### config.mk
export PLATFORM = sky130hd
export DESIGN_NAME = strap_seq_top
export DESIGN_NICKNAME = d
export VERILOG_FILES = /design/src/rtl/strap_pkg.sv /design/src/rtl/strap_sync.sv /design/src/rtl/strap_window_timer.sv /design/src/rtl/strap_capture.sv /design/src/rtl/strap_seq_top.sv
export SDC_FILE = /design/constraint.sdc
export NUM_CORES = 1
export LEC_CHECK = 0
export ABC_AREA = 1
export BUFFER_PORTS_ARGS = -buffer_cell sky130_fd_sc_hd__buf_2
export CORE_UTILIZATION = 54
export CTS_CLUSTER_DIAMETER = 50
export DETAILED_ROUTE_END_ITERATION = 12
export PLACE_DENSITY = 0.95
export SLEW_MARGIN = 20
export SYNTH_ARGS = -nofsm -noshare
export SYNTH_HDL_FRONTEND = slang
export SYNTH_SLANG_ARGS = --single-unit
### constraint.sdc
create_clock -name clk -period 2.46 [get_ports clk]
set_input_delay 0.123 -clock clk [delete_from_list [all_inputs] [get_ports clk]]
set_output_delay 0.123 -clock clk [all_outputs]
set_load 0.03 [all_outputs]
### src/rtl/strap_pkg.sv
package strap_pkg;
    localparam int NUM_STRAPS = 5;
    localparam int CODE_W     = 3;
    localparam int NUM_CODES  = 1 << CODE_W;
    localparam int KHZ_W      = 17;

    typedef struct packed {
        logic              role;   // pin bit 4
        logic              swing;  // pin bit 3
        logic [CODE_W-1:0] code;   // pin bits 2:0
    } strap_t;

    function automatic logic [KHZ_W-1:0] cpu_khz_of(input logic [CODE_W-1:0] c);
        case (c)
            3'd0:    return KHZ_W'(50000);
            3'd1:    return KHZ_W'(75000);
            3'd2:    return KHZ_W'(83300);
            3'd3:    return KHZ_W'(68500);
            3'd4:    return KHZ_W'(55000);
            3'd5:    return KHZ_W'(75000);
            3'd6:    return KHZ_W'(60000);
            default: return KHZ_W'(66800);
        endcase
    endfunction

    function automatic logic [KHZ_W-1:0] pci_khz_of(input logic [CODE_W-1:0] c);
        case (c)
            3'd0:    return KHZ_W'(25000);
            3'd1:    return KHZ_W'(32000);
            3'd2:    return KHZ_W'(41650);
            3'd3:    return KHZ_W'(34250);
            3'd4:    return KHZ_W'(27500);
            3'd5:    return KHZ_W'(37500);
            3'd6:    return KHZ_W'(30000);
            default: return KHZ_W'(33400);
        endcase
    endfunction
endpackage

### src/rtl/strap_sync.sv
module strap_sync #(
    parameter int WIDTH = 1
) (
    input  logic             clk,
    input  logic             rst_n,
    input  logic [WIDTH-1:0] d,
    output logic [WIDTH-1:0] q
);
    typedef struct packed {
        logic [WIDTH-1:0] s1;
        logic [WIDTH-1:0] s2;
    } sync_t;

    sync_t st_d, st_q;

    always_comb begin
        st_d    = st_q;
        st_d.s1 = d;
        st_d.s2 = st_q.s1;
    end

    always_ff @(posedge clk or negedge rst_n) begin
        if (!rst_n) st_q <= '0;
        else        st_q <= st_d;
    end

    assign q = st_q.s2;

    // output follows the input two edges later
    assert_two_stage_R3: assert property (@(posedge clk) disable iff (!rst_n)
        $past(st_q.s1) == st_q.s2 || !$past(rst_n));
endmodule

### src/rtl/strap_window_timer.sv
module strap_window_timer #(
    parameter int WINDOW_CYCLES = 28636
) (
    input  logic clk,
    input  logic rst_n,
    output logic sample_now,
    output logic sampled,
    output logic drive_en
);
    localparam int CW = $clog2(WINDOW_CYCLES + 1);
    localparam logic [CW-1:0] LAST = CW'(WINDOW_CYCLES - 1);

    typedef struct packed {
        logic [CW-1:0] cnt;
        logic          sampled;
        logic          drive;
    } tmr_t;

    tmr_t st_d, st_q;
    logic expire;

    always_comb begin
        st_d   = st_q;
        expire = !st_q.sampled && (st_q.cnt == LAST);
        if (!st_q.sampled) begin
            if (expire) st_d.sampled = 1'b1;
            else        st_d.cnt     = st_q.cnt + 1'b1;
        end
        st_d.drive = st_q.sampled;
    end

    always_ff @(posedge clk or negedge rst_n) begin
        if (!rst_n) st_q <= '0;
        else        st_q <= st_d;
    end

    assign sample_now = expire;
    assign sampled    = st_q.sampled;
    assign drive_en   = st_q.drive;

    // the counter never passes the last window cycle
    assert_cnt_bound_R2: assert property (@(posedge clk) disable iff (!rst_n)
        st_q.cnt <= LAST);
    // drivers come on only one edge after the capture
    assert_drive_after_sample_R3: assert property (@(posedge clk) disable iff (!rst_n)
        $rose(st_q.drive) |-> $past(st_q.sampled));
    // the window fires once per power-up
    assert_one_shot_R7: assert property (@(posedge clk) disable iff (!rst_n)
        st_q.sampled |=> st_q.sampled && !expire);
endmodule

### src/rtl/strap_capture.sv
module strap_capture
    import strap_pkg::*;
(
    input  logic                 clk,
    input  logic                 rst_n,
    input  logic                 sample_now,
    input  strap_t               pins,
    output strap_t               cfg,
    output logic [NUM_CODES-1:0] onehot,
    output logic [KHZ_W-1:0]     cpu_khz,
    output logic [KHZ_W-1:0]     pci_khz
);
    typedef struct packed {
        strap_t lat;
    } cap_t;

    cap_t st_d, st_q;

    always_comb begin
        st_d = st_q;
        if (sample_now) st_d.lat = pins;
    end

    always_ff @(posedge clk or negedge rst_n) begin
        if (!rst_n) st_q <= '0;
        else        st_q <= st_d;
    end

    always_comb begin
        onehot = '0;
        for (int i = 0; i < NUM_CODES; i++)
            onehot[i] = (st_q.lat.code == CODE_W'(i));
        cpu_khz = cpu_khz_of(st_q.lat.code);
        pci_khz = pci_khz_of(st_q.lat.code);
    end

    assign cfg = st_q.lat;

    // the capture takes the synchronized pins of that edge
    assert_capture_R4: assert property (@(posedge clk) disable iff (!rst_n)
        sample_now |=> st_q.lat == $past(pins));
    // without a capture pulse the latches hold
    assert_hold_R7: assert property (@(posedge clk) disable iff (!rst_n)
        !sample_now |=> $stable(st_q.lat));
    // index is one-hot
    assert_onehot_R6: assert property (@(posedge clk) disable iff (!rst_n)
        $countones(onehot) == 1);
endmodule

### src/rtl/strap_seq_top.sv
module strap_seq_top
    import strap_pkg::*;
#(
    parameter int WINDOW_CYCLES = 28636
) (
    input  logic                 clk,
    input  logic                 supply_good,
    input  logic [4:0]           strap_pin_in,
    input  logic [1:0]           shared_pin_in,
    output logic [4:0]           strap_pad_oe,
    output logic [1:0]           shared_pad_oe,
    output logic                 config_valid,
    output logic [2:0]           freq_code,
    output logic [7:0]           freq_onehot,
    output logic [16:0]          cpu_khz,
    output logic [16:0]          pci_khz,
    output logic                 cpu_swing_25v,
    output logic                 mode_sel,
    output logic                 pwr_down_req,
    output logic                 cpu_stop_req
);
    logic [NUM_STRAPS-1:0] strap_sync_q;
    logic [1:0]            shared_sync_q;
    logic                  sample_now, sampled, drive_en;
    strap_t                cfg;

    strap_sync #(.WIDTH(NUM_STRAPS)) u_strap_sync (
        .clk(clk), .rst_n(supply_good), .d(strap_pin_in), .q(strap_sync_q));

    strap_sync #(.WIDTH(2)) u_shared_sync (
        .clk(clk), .rst_n(supply_good), .d(shared_pin_in), .q(shared_sync_q));

    strap_window_timer #(.WINDOW_CYCLES(WINDOW_CYCLES)) u_timer (
        .clk(clk), .rst_n(supply_good), .sample_now(sample_now),
        .sampled(sampled), .drive_en(drive_en));

    strap_capture u_capture (
        .clk(clk), .rst_n(supply_good), .sample_now(sample_now),
        .pins(strap_t'(strap_sync_q)), .cfg(cfg), .onehot(freq_onehot),
        .cpu_khz(cpu_khz), .pci_khz(pci_khz));

    always_comb begin
        strap_pad_oe  = {NUM_STRAPS{drive_en}};
        shared_pad_oe = {2{drive_en & cfg.role}};
        pwr_down_req  = drive_en & ~cfg.role & ~shared_sync_q[0];
        cpu_stop_req  = drive_en & ~cfg.role & ~shared_sync_q[1];
    end

    assign config_valid  = drive_en;
    assign freq_code     = cfg.code;
    assign cpu_swing_25v = cfg.swing;
    assign mode_sel      = cfg.role;

    // no pad is driven before the configuration is valid
    assert_no_drive_early_R2: assert property (@(posedge clk) disable iff (!supply_good)
        !config_valid |-> (strap_pad_oe == '0) && (shared_pad_oe == '0));
    // role 1 silences both requests
    assert_role1_quiet_R8: assert property (@(posedge clk) disable iff (!supply_good)
        mode_sel |-> !pwr_down_req && !cpu_stop_req);
    // role 0 never drives the shared pads
    assert_role0_hiz_R9: assert property (@(posedge clk) disable iff (!supply_good)
        !mode_sel |-> shared_pad_oe == 2'b00);
    // configuration holds while valid
    assert_cfg_stable_R7: assert property (@(posedge clk) disable iff (!supply_good)
        config_valid |=> $stable(freq_code) && $stable(mode_sel) && $stable(cpu_swing_25v));
endmodule

==> results by group, run 1 <==
Status
  – Status: completed

Floorplan
  – Die W: 61.8 µm
  – Total die area: between 0.003 and 0.004 mm²
  – Die Ht: 61.8 µm
  – FP Rows: 21
  – Initial Utilization: 0.570
  – # IOs: 66
  – Core area: 0.00339 mm²

Critical path
  – Largest stage delay, worst path: 0.58 ns
  – Worst Reg-to-Reg Cells: 8
  – Data required, critical path: 2.34 ns
  – Top cell by count, worst path: inv_1
  – Slowest CP cell: dfrtp_1
  – Worst-path cell chain: inv_1 > nor2_1 > inv_1 > nand2_1 > buf_2
  – Worst Setup Path Type: flop to output pin
  – Startpoint types: flop
  – FF-to-FF End: u_timer.st_q[4]
  – CP Capture Type: output pin
  – R2r setup slk: 0.70 ns
  – Crit path buf inv count: 3
  – CP arrival: approximately 1.7 ns
  – Reg-to-Reg Start: u_timer.st_q[2]
  – CP delay by family, top: flip-flops
  – CP Max Fanout: 13

Timing
  – Fmax: 0.552 GHz
  – Setup TNS: 0 ns
  – Slew @ Worst Pin: 0.757 ns
  – Max Slew Vio Count: 0
  – Min Tclk post-route: 1.81 ns
  – Period utilization: 0.737
  – RSZ-0062 raised after global routing: false
  – Final setup violation count: 0
  – Max_slew headroom: 0.495
  – Max Clock Skew: 0.00804 ns
  – Hold Vio Cnt, Final: 0

Logic synthesis
  – Syn Std Cell Area: 0.00193 mm²
  – Cell variety after synth: 23
  – Avg Inst Size Synth: 7.43 µm²
  – Area share of the largest cell type after synthesis: 0.467
  – Register area share after synthesis: 0.467
  – Post-synth EDFFs: 0
  – Post-Syn Instances: 260
  – Predominant post-synthesis flop cell: dfrtp_1
  – Synth area leader: dfrtp_1
  – Count of warnings emitted by yosys: 0
  – Synth Register Bits: 36
  – Async set-or-reset flop fraction in the synthesized netlist: 1.00
  – Top post-synthesis cells by area: dfrtp_1 (47%), nand2_1 (20%), nor2_1 (6.2%)

GRT
  – GRT Total Usage: 0.208
  – Vias in the first global route: 1370
  – Initial antenna violation count: 0
  – Total gr overflow: 0
  – Largest net degree at the start of global routing: 37
  – First-pass GRT wire length: 5720 µm

Power
  – Total leakage power: 1.34 nW
  – Pwr/cell area: roughly 450 mW/mm²
  – Worst vdd ir: 0.000458 V

Placed design
  – Gpl congestion: between 0.8 and 0.9
  – Detailed placement HPWL: approximately 2800 µm
  – Port Buf Inserts: 61

Clock network
  – Clock Latency Late Sink: 0.35 ns
  – CTS clock-pin slew for the worst setup and hold paths: 0.11 ns
  – Hold_buf cts: 8
  – H-Tree Depth: 2
  – Num CTS Buffers: 5
  – Post-CTS Resized: 0
  – Post-CTS setup buffer count: 0
  – CTS Root Cell: clkbuf_4
  – TritonCTS sink count: 36
  – CTS tree: done
  – Max clock buf depth: 2

Min path
  – Hold_sp: u_strap_sync.st_d[0]
  – Worst Hold Depth: 0
  – Worst Hold Endpoint: u_strap_sync.q[0]
  – Hold crit path type: flop to flop

Cells and area
  – Final core utilization: 0.695
  – Fill count: 251
  – # diodes: 0
  – Layout cell share with drive strength beyond 1: 0.241
  – Synth-to-Final Area Change: 22.0%
  – # nets final: 333

Drt
  – Vias after detailed routing: between 1500 and 2000
  – First-pass DRT Iterations: 4
  – Drt wl/cell: ~10 µm
  – Vias per inst: 4.84
  – Drt total wl: roughly 3800 µm
  – DR DRC count: 0
  – Final ANT Viol Nets: 0
  – Initial DRC count: 47

Run
  – Max Cap Viol: 0
[cell usage after synthesis (3+ instances only)]
cell type,instances
nand2_2,3
inv_1,27
buf_4,11
clkbuf_1,3
dfrtp_1,36
nand2_1,101
nor2_1,32
xnor2_1,4
nand4_1,11
nand3_1,14
xor2_1,3
[kinds of logic (layout without fill, tap and decap cells)]
group | count (synthesis) | count (layout) | synth area share
and+or+nand+nor | 167 | 167 | 0.366
xor gates and xnor gates | 7 | 7 | 0.0318
AOI/OAI and AO/OA | 4 | 4 | 0.0162
adders and majority gates | 1 | 1 | 0.00648
DFF | 36 | 36 | 0.467
other | 1 | 4 | 0.00194
buffers and inverters | 44 | 105 | 0.111
[worst max-delay path by stage]
stage	cells past startpoint	slack [ns]	endpoint	start
floorplan	6	0.06	cpu_khz[9]	u_capture.cfg[0]
global placement	8	0.81	u_timer.st_q[9]	u_timer.st_q[2]
detailed placement	8	0.72	u_timer.st_q[4]	u_timer.st_q[2]
CTS	6	0.64	cpu_khz[9]	u_capture.cfg[0]
global route	6	0.45	cpu_khz[9]	u_capture.cfg[0]
finish	5	0.65	pci_khz[6]	u_capture.cfg[2]
[layout by cell type (no fill, tap or decap)]
cell type        n
conb_1           4
nand4_1         11
nor3_1           2
a21oi_1          1
inv_2            1
nand2_1        101
clkinvlp_4       1
nor2_2           1
bufinv_16        1
nor2_4           2
nand2_2          3
nand3_1         14
clkinv_2         1
nor3_2           1
dfrtp_1         36
o21ai_0          2
ha_1             1
o21ai_4          1
xor2_1           3
dlygate4sd3_1    8
xnor2_1          4
clkbuf_4         5
nor2_1          32
buf_2           61
inv_1           27
[metrics by stage]
stage | total power [mW] | setup WS (ns) | instance area [µm²] | instances | hold WS, ns
floorplan | 0.630 | 0.0621 | 1940 | 263 | -0.173
global placement | 0.641 | 0.808 | 2190 | 354 | 0.227
detailed placement | 0.642 | 0.724 | 2190 | 354 | 0.232
CTS | 1.06 | 0.641 | 2350 | 370 | 0.360
global route | 1.09 | 0.453 | 2350 | 370 | 0.370
finish | 1.05 | 0.648 | 2350 | 370 | 0.358
[routing by layer]
metal | GRT usage | wire [µm]
met1 | 0.235 | 1620
met2 | 0.378 | 1930
met3 | 0.0497 | 233
met4 | 0.0857 | 37
met5 | 0 | 0
[flip-flops by register name, indices dropped and copies added, names as in the netlist]
name                count
u_capture.cfg           5
u_strap_sync.q          5
u_shared_sync.st_d      2
u_shared_sync.q         2
u_timer.sampled         1
u_timer.drive_en        1
u_timer.st_q           15
u_strap_sync.st_d       5
[power by group]
group	total (mW)	switching (mW)	internal, mW	leakage (nW)
logic	0.0341	0.0215	0.0126	0.840
registers	0.606	0.00290	0.603	0.456
clock network	0.413	0.201	0.212	0.0412
total	1.05	0.225	0.827	1.34
[cell type report]
class,count,area (µm²),area share
clock inverters,3,42.5,0.0181
clock buffers,5,37.5,0.0159
repair buffers,69,385,0.164
well taps,46,57.6,0.0244
inverters,28,105,0.0446
multi-input cells,183,826,0.351
flip-flops and latches,36,901,0.383
No activity file was read; power rests on OpenSTA's default activity.
==> run 2: changes to the inputs <==
--- a/config.mk
+++ b/config.mk
@@ -5,12 +5,12 @@
 export SDC_FILE = /design/constraint.sdc
 export NUM_CORES = 1
 export LEC_CHECK = 0
-export ABC_AREA = 1
+export ABC_AREA = 0
 export BUFFER_PORTS_ARGS = -buffer_cell sky130_fd_sc_hd__buf_2
-export CORE_UTILIZATION = 54
+export CORE_UTILIZATION = 43
 export CTS_CLUSTER_DIAMETER = 50
 export DETAILED_ROUTE_END_ITERATION = 12
-export PLACE_DENSITY = 0.95
+export PLACE_DENSITY = 0.85
 export SLEW_MARGIN = 20
 export SYNTH_ARGS = -nofsm -noshare
 export SYNTH_HDL_FRONTEND = slang
==> constraint.sdc (replaced) <==
create_clock -name clk -period 1.5 [get_ports clk]
set_input_delay 0.075 -clock clk [delete_from_list [all_inputs] [get_ports clk]]
set_output_delay 0.075 -clock clk [all_outputs]
set_load 0.03 [all_outputs]
==> run 2 against run 1 <==
Net effect: the flow now finishes with violations (setup timing); critical path depth stayed put; final area is 18% higher; clock power is 110% higher; die area is 8.5% higher; sequential cell count stayed put; power is 81% higher; non-clock buffer count is 38 higher; global-route usage is 0.61 points lower; worst setup slack worse by 0.76 ns; via count is 17% lower; register-to-register slack worse by 0.82 ns.
==> results by group, run 2 <==
Status
  – Status: complete, but fails checks
  – Failing checks: setup timing

Placed design
  – Port Buf Inserts: 61 (unchanged)
  – Number of cells after detailed placement: 273 (-23%)
  – Gpl congestion: 0.799 (-11%)
  – Detailed placement HPWL: 2270 µm (-18%)

Logic synthesis
  – Post-synth EDFFs: 0 (unchanged)
  – Top post-synthesis cells by area: dfrtp_1 (54%), buf_4 (4.9%), xor2_1 (4.7%)
  – Predominant post-synthesis flop cell: dfrtp_1
  – Synth Register Bits: 36 (unchanged)
  – Syn Std Cell Area: 0.00167 mm² (-13%)
  – Async set-or-reset flop fraction in the synthesized netlist: 1.00 (unchanged)
  – Count of warnings emitted by yosys: 0 (unchanged)
  – Avg Inst Size Synth: 10.9 µm² (+46%)
  – Most numerous cell in the Yosys netlist: dfrtp_1
  – Register area share after synthesis: 0.539 (+0.0719)
  – Cell variety after synth: 32 (+39%)
  – Post-Syn Instances: 154 (-41%)
  – Post-synth top cells: dfrtp_1 (36), nor2_1 (19), buf_4 (11), nand2_1 (9), xor2_1 (9)
  – Area share of the largest cell type after synthesis: 0.539 (+0.0719)
  – Synth area leader: dfrtp_1

Drt
  – DR DRC count: 0 (unchanged)
  – Drt wl/cell: 16.4 µm (+59%)
  – Vias per inst: 4.87 (+0.56%)
  – First-pass DRT Iterations: 4 (unchanged)
  – Vias after detailed routing: 1479 (-17%)
  – Initial DRC count: 50 (+6.4%)
  – Final ANT Viol Nets: 0 (unchanged)
  – Drt total wl: 4990 µm (+31%)

Timing
  – RSZ-0062 raised after global routing: true
  – Final setup violation count: 22 (+22)
  – Max Slew Vio Count: 0 (unchanged)
  – Final worst slack: -0.115 ns (-0.763 ns)
  – Fmax: 0.619 GHz
  – Period utilization: 1.08
  – Hold Vio Cnt, Final: 0 (unchanged)
  – Min Tclk post-route: between 1.5 and 2 ns
  – Max Clock Skew: 0.00783 ns (-0.000210 ns)

Floorplan
  – Core area: 0.00369 mm² (+8.8%)
  – Die Ht: 64.4 µm (+4.2%)
  – Initial Utilization: 0.454 (-0.116)
  – FP Rows: 22 (+4.8%)
  – Die W: 64.4 µm (+4.2%)
  – # IOs: 66 (unchanged)
  – Total die area: 0.00414 mm² (+8.5%)

Critical path
  – Data required, critical path: 1.68 ns (-0.66 ns)
  – Crit path buf inv count: 0 (-3)
  – CP Max Fanout: 5 (-8)
  – Worst Reg-to-Reg Cells: 5 (-3)
  – CP Capture Type: flop
  – CP delay by family, top: simple AND/OR/NAND/NOR gates
  – FF-to-FF End: u_capture.cfg[2]
  – Reg-to-Reg Start: u_timer.st_q[2]
  – Slowest CP cell: dfrtp_1
  – Worst Setup Path Type: flop to flop
  – CP arrival: 1.79 ns (+0.10 ns)
  – R2r setup slk: -0.12 ns (-0.82 ns)
  – Startpoint types: flop
  – Largest stage delay, worst path: 0.37 ns (-0.21 ns)
  – Worst-path cell chain: ha_2 > and3b_1 > and4_4 > and2b_4 > mux2_4

Min path
  – Worst Hold Endpoint: u_strap_sync.q[0]
  – Hold crit path type: flop to flop
  – Worst Hold Depth: 0 (unchanged)
  – Hold_sp: u_strap_sync.st_d[0]

Clock network
  – Max clock buf depth: 2 (unchanged)
  – H-Tree Depth: 2 (unchanged)
  – CTS tree: done
  – CTS clock-pin slew for the worst setup and hold paths: 0.07 ns (-0.04 ns)
  – TritonCTS sink count: 36 (unchanged)
  – Num CTS Buffers: 5 (unchanged)
  – CTS Root Cell: clkbuf_8
  – Clock Latency Late Sink: 0.29 ns (-0.06 ns)

Cells and area
  – # diodes: 0 (unchanged)
  – Max reg flops: 15 (unchanged)
  – Final core utilization: 0.754 (+0.0590)
  – Layout cell share with drive strength beyond 1: 0.617 (+0.376)
  – Most common cell after layout, fill and taps aside: buf_2
  – Most frequent cells in the layout: buf_2 (37), buf_4 (35), dfrtp_1 (33), buf_6 (26)
  – Synth-to-Final Area Change: 66.2%
  – Fin cells: 304 (-18%)
  – # nets final: 265 (-20%)
  – Reg with most FFs: u_timer.st_q

GRT
  – Initial antenna violation count: 0 (unchanged)
  – Vias in the first global route: 1353 (-1.2%)
  – GRT Total Usage: 0.202 (-0.00606)
  – Total gr overflow: 0 (unchanged)
  – First-pass GRT wire length: 6220 µm (+8.7%)
  – Largest net degree at the start of global routing: 37 (unchanged)

Power
  – Pwr/cell area: 685 mW/mm² (+53%)
  – Worst vdd ir: 0.000794 V (+73%)
  – Total leakage power: 1.42 nW (+6.5%)

Run
  – Max Cap Viol: 0 (unchanged)
## run 2: changes by cell type in the layout (fill, tap and decap cells not counted), sizes merged, moves of 4 or more
cell    delta
nand2     -95
buf       +38
inv       -22
nor2      -16
nand3      -9
nand4      -8
mux2       +6
xor2       +6
nand2b     +4
nor2b      +4
or2        +4
## run 2: how the worst max path moves through the flow
stage                     slack [ns]               end             start  cells past startpoint
after floorplan                -0.09       pci_khz[10]  u_capture.cfg[0]                      4
after global placement         -0.01  u_capture.cfg[1]   u_timer.st_q[3]                      5
after detailed placement       -0.07  u_capture.cfg[2]   u_timer.st_q[2]                      5
after CTS                      -0.08  u_capture.cfg[2]   u_timer.st_q[2]                      5
after global routing           -0.15  u_capture.cfg[2]   u_timer.st_q[2]                      5
final                          -0.12  u_capture.cfg[2]   u_timer.st_q[2]                      5
## run 2: cell type report
class | count | area, µm²
clock inverter | 3 | 42.5
sequential | 36 | 905
multi-input combinational | 98 | 828
inverter | 7 | 35.0
clock buffer | 5 | 68.8
fill | 202 | 908
timing repair buffer | 107 | 841
tap | 48 | 60.1
## run 2: metal layers
layer / routed length [µm] / part of all wire / vias up / track usage
li1: - / - / 685 / -
met1: 1810 / 0.36 / 722 / 0.229
met4: 269 / 0.054 / 0 / 0.0917
met5: 0 / 0 / - / 0
met3: 230 / 0.046 / 18 / 0.0482
met2: 2670 / 0.54 / 54 / 0.357
## run 2: logic make-up (layout without fill, tap and decap cells)
| family | after synthesis | after routing | synth area share |
|---|---|---|---|
| buffers and inverters | 23 | 122 | 0.0770 |
| and+or+nand+nor | 69 | 69 | 0.233 |
| DFF | 36 | 36 | 0.539 |
| other | 1 | 4 | 0.00224 |
| xor gates and xnor gates | 16 | 16 | 0.0838 |
| muxes | 6 | 6 | 0.0516 |
| adders and majority gates | 1 | 1 | 0.00748 |
| AOI/OAI and AO/OA | 2 | 2 | 0.00598 |
## run 2: what timing repair did
item	CTS	global route
buffers inserted	6	8
hold buffers	8	0
hold endpoints to repair	43	0
gates resized for setup	39	53
endpoints found under the setup margin	29	39
pin swaps	6	10
cloned	1	0
## run 2: metrics by stage
stage | TNS (ns) | cell area, µm² | hold WS, ns | worst slack, ns | power (mW)
final | -1.21 | 2780 | 0.355 | -0.115 | 1.90
after global routing | -2.39 | 2780 | 0.369 | -0.151 | 1.97
after CTS | -0.442 | 2580 | 0.347 | -0.0767 | 1.91
after detailed placement | -0.438 | 2210 | 0.132 | -0.0736 | 1.06
after global placement | -0.0475 | 2210 | 0.124 | -0.0108 | 1.06
after floorplan | -0.473 | 1790 | -0.221 | -0.0883 | 1.03
## run 2: power by group
| part | switching (mW) | total (mW) | internal [mW] |
|---|---|---|---|
| registers | 0.00715 | 0.996 | 0.989 |
| logic | 0.0367 | 0.0594 | 0.0227 |
| clock network | 0.357 | 0.848 | 0.492 |
| total | 0.400 | 1.90 | 1.50 |
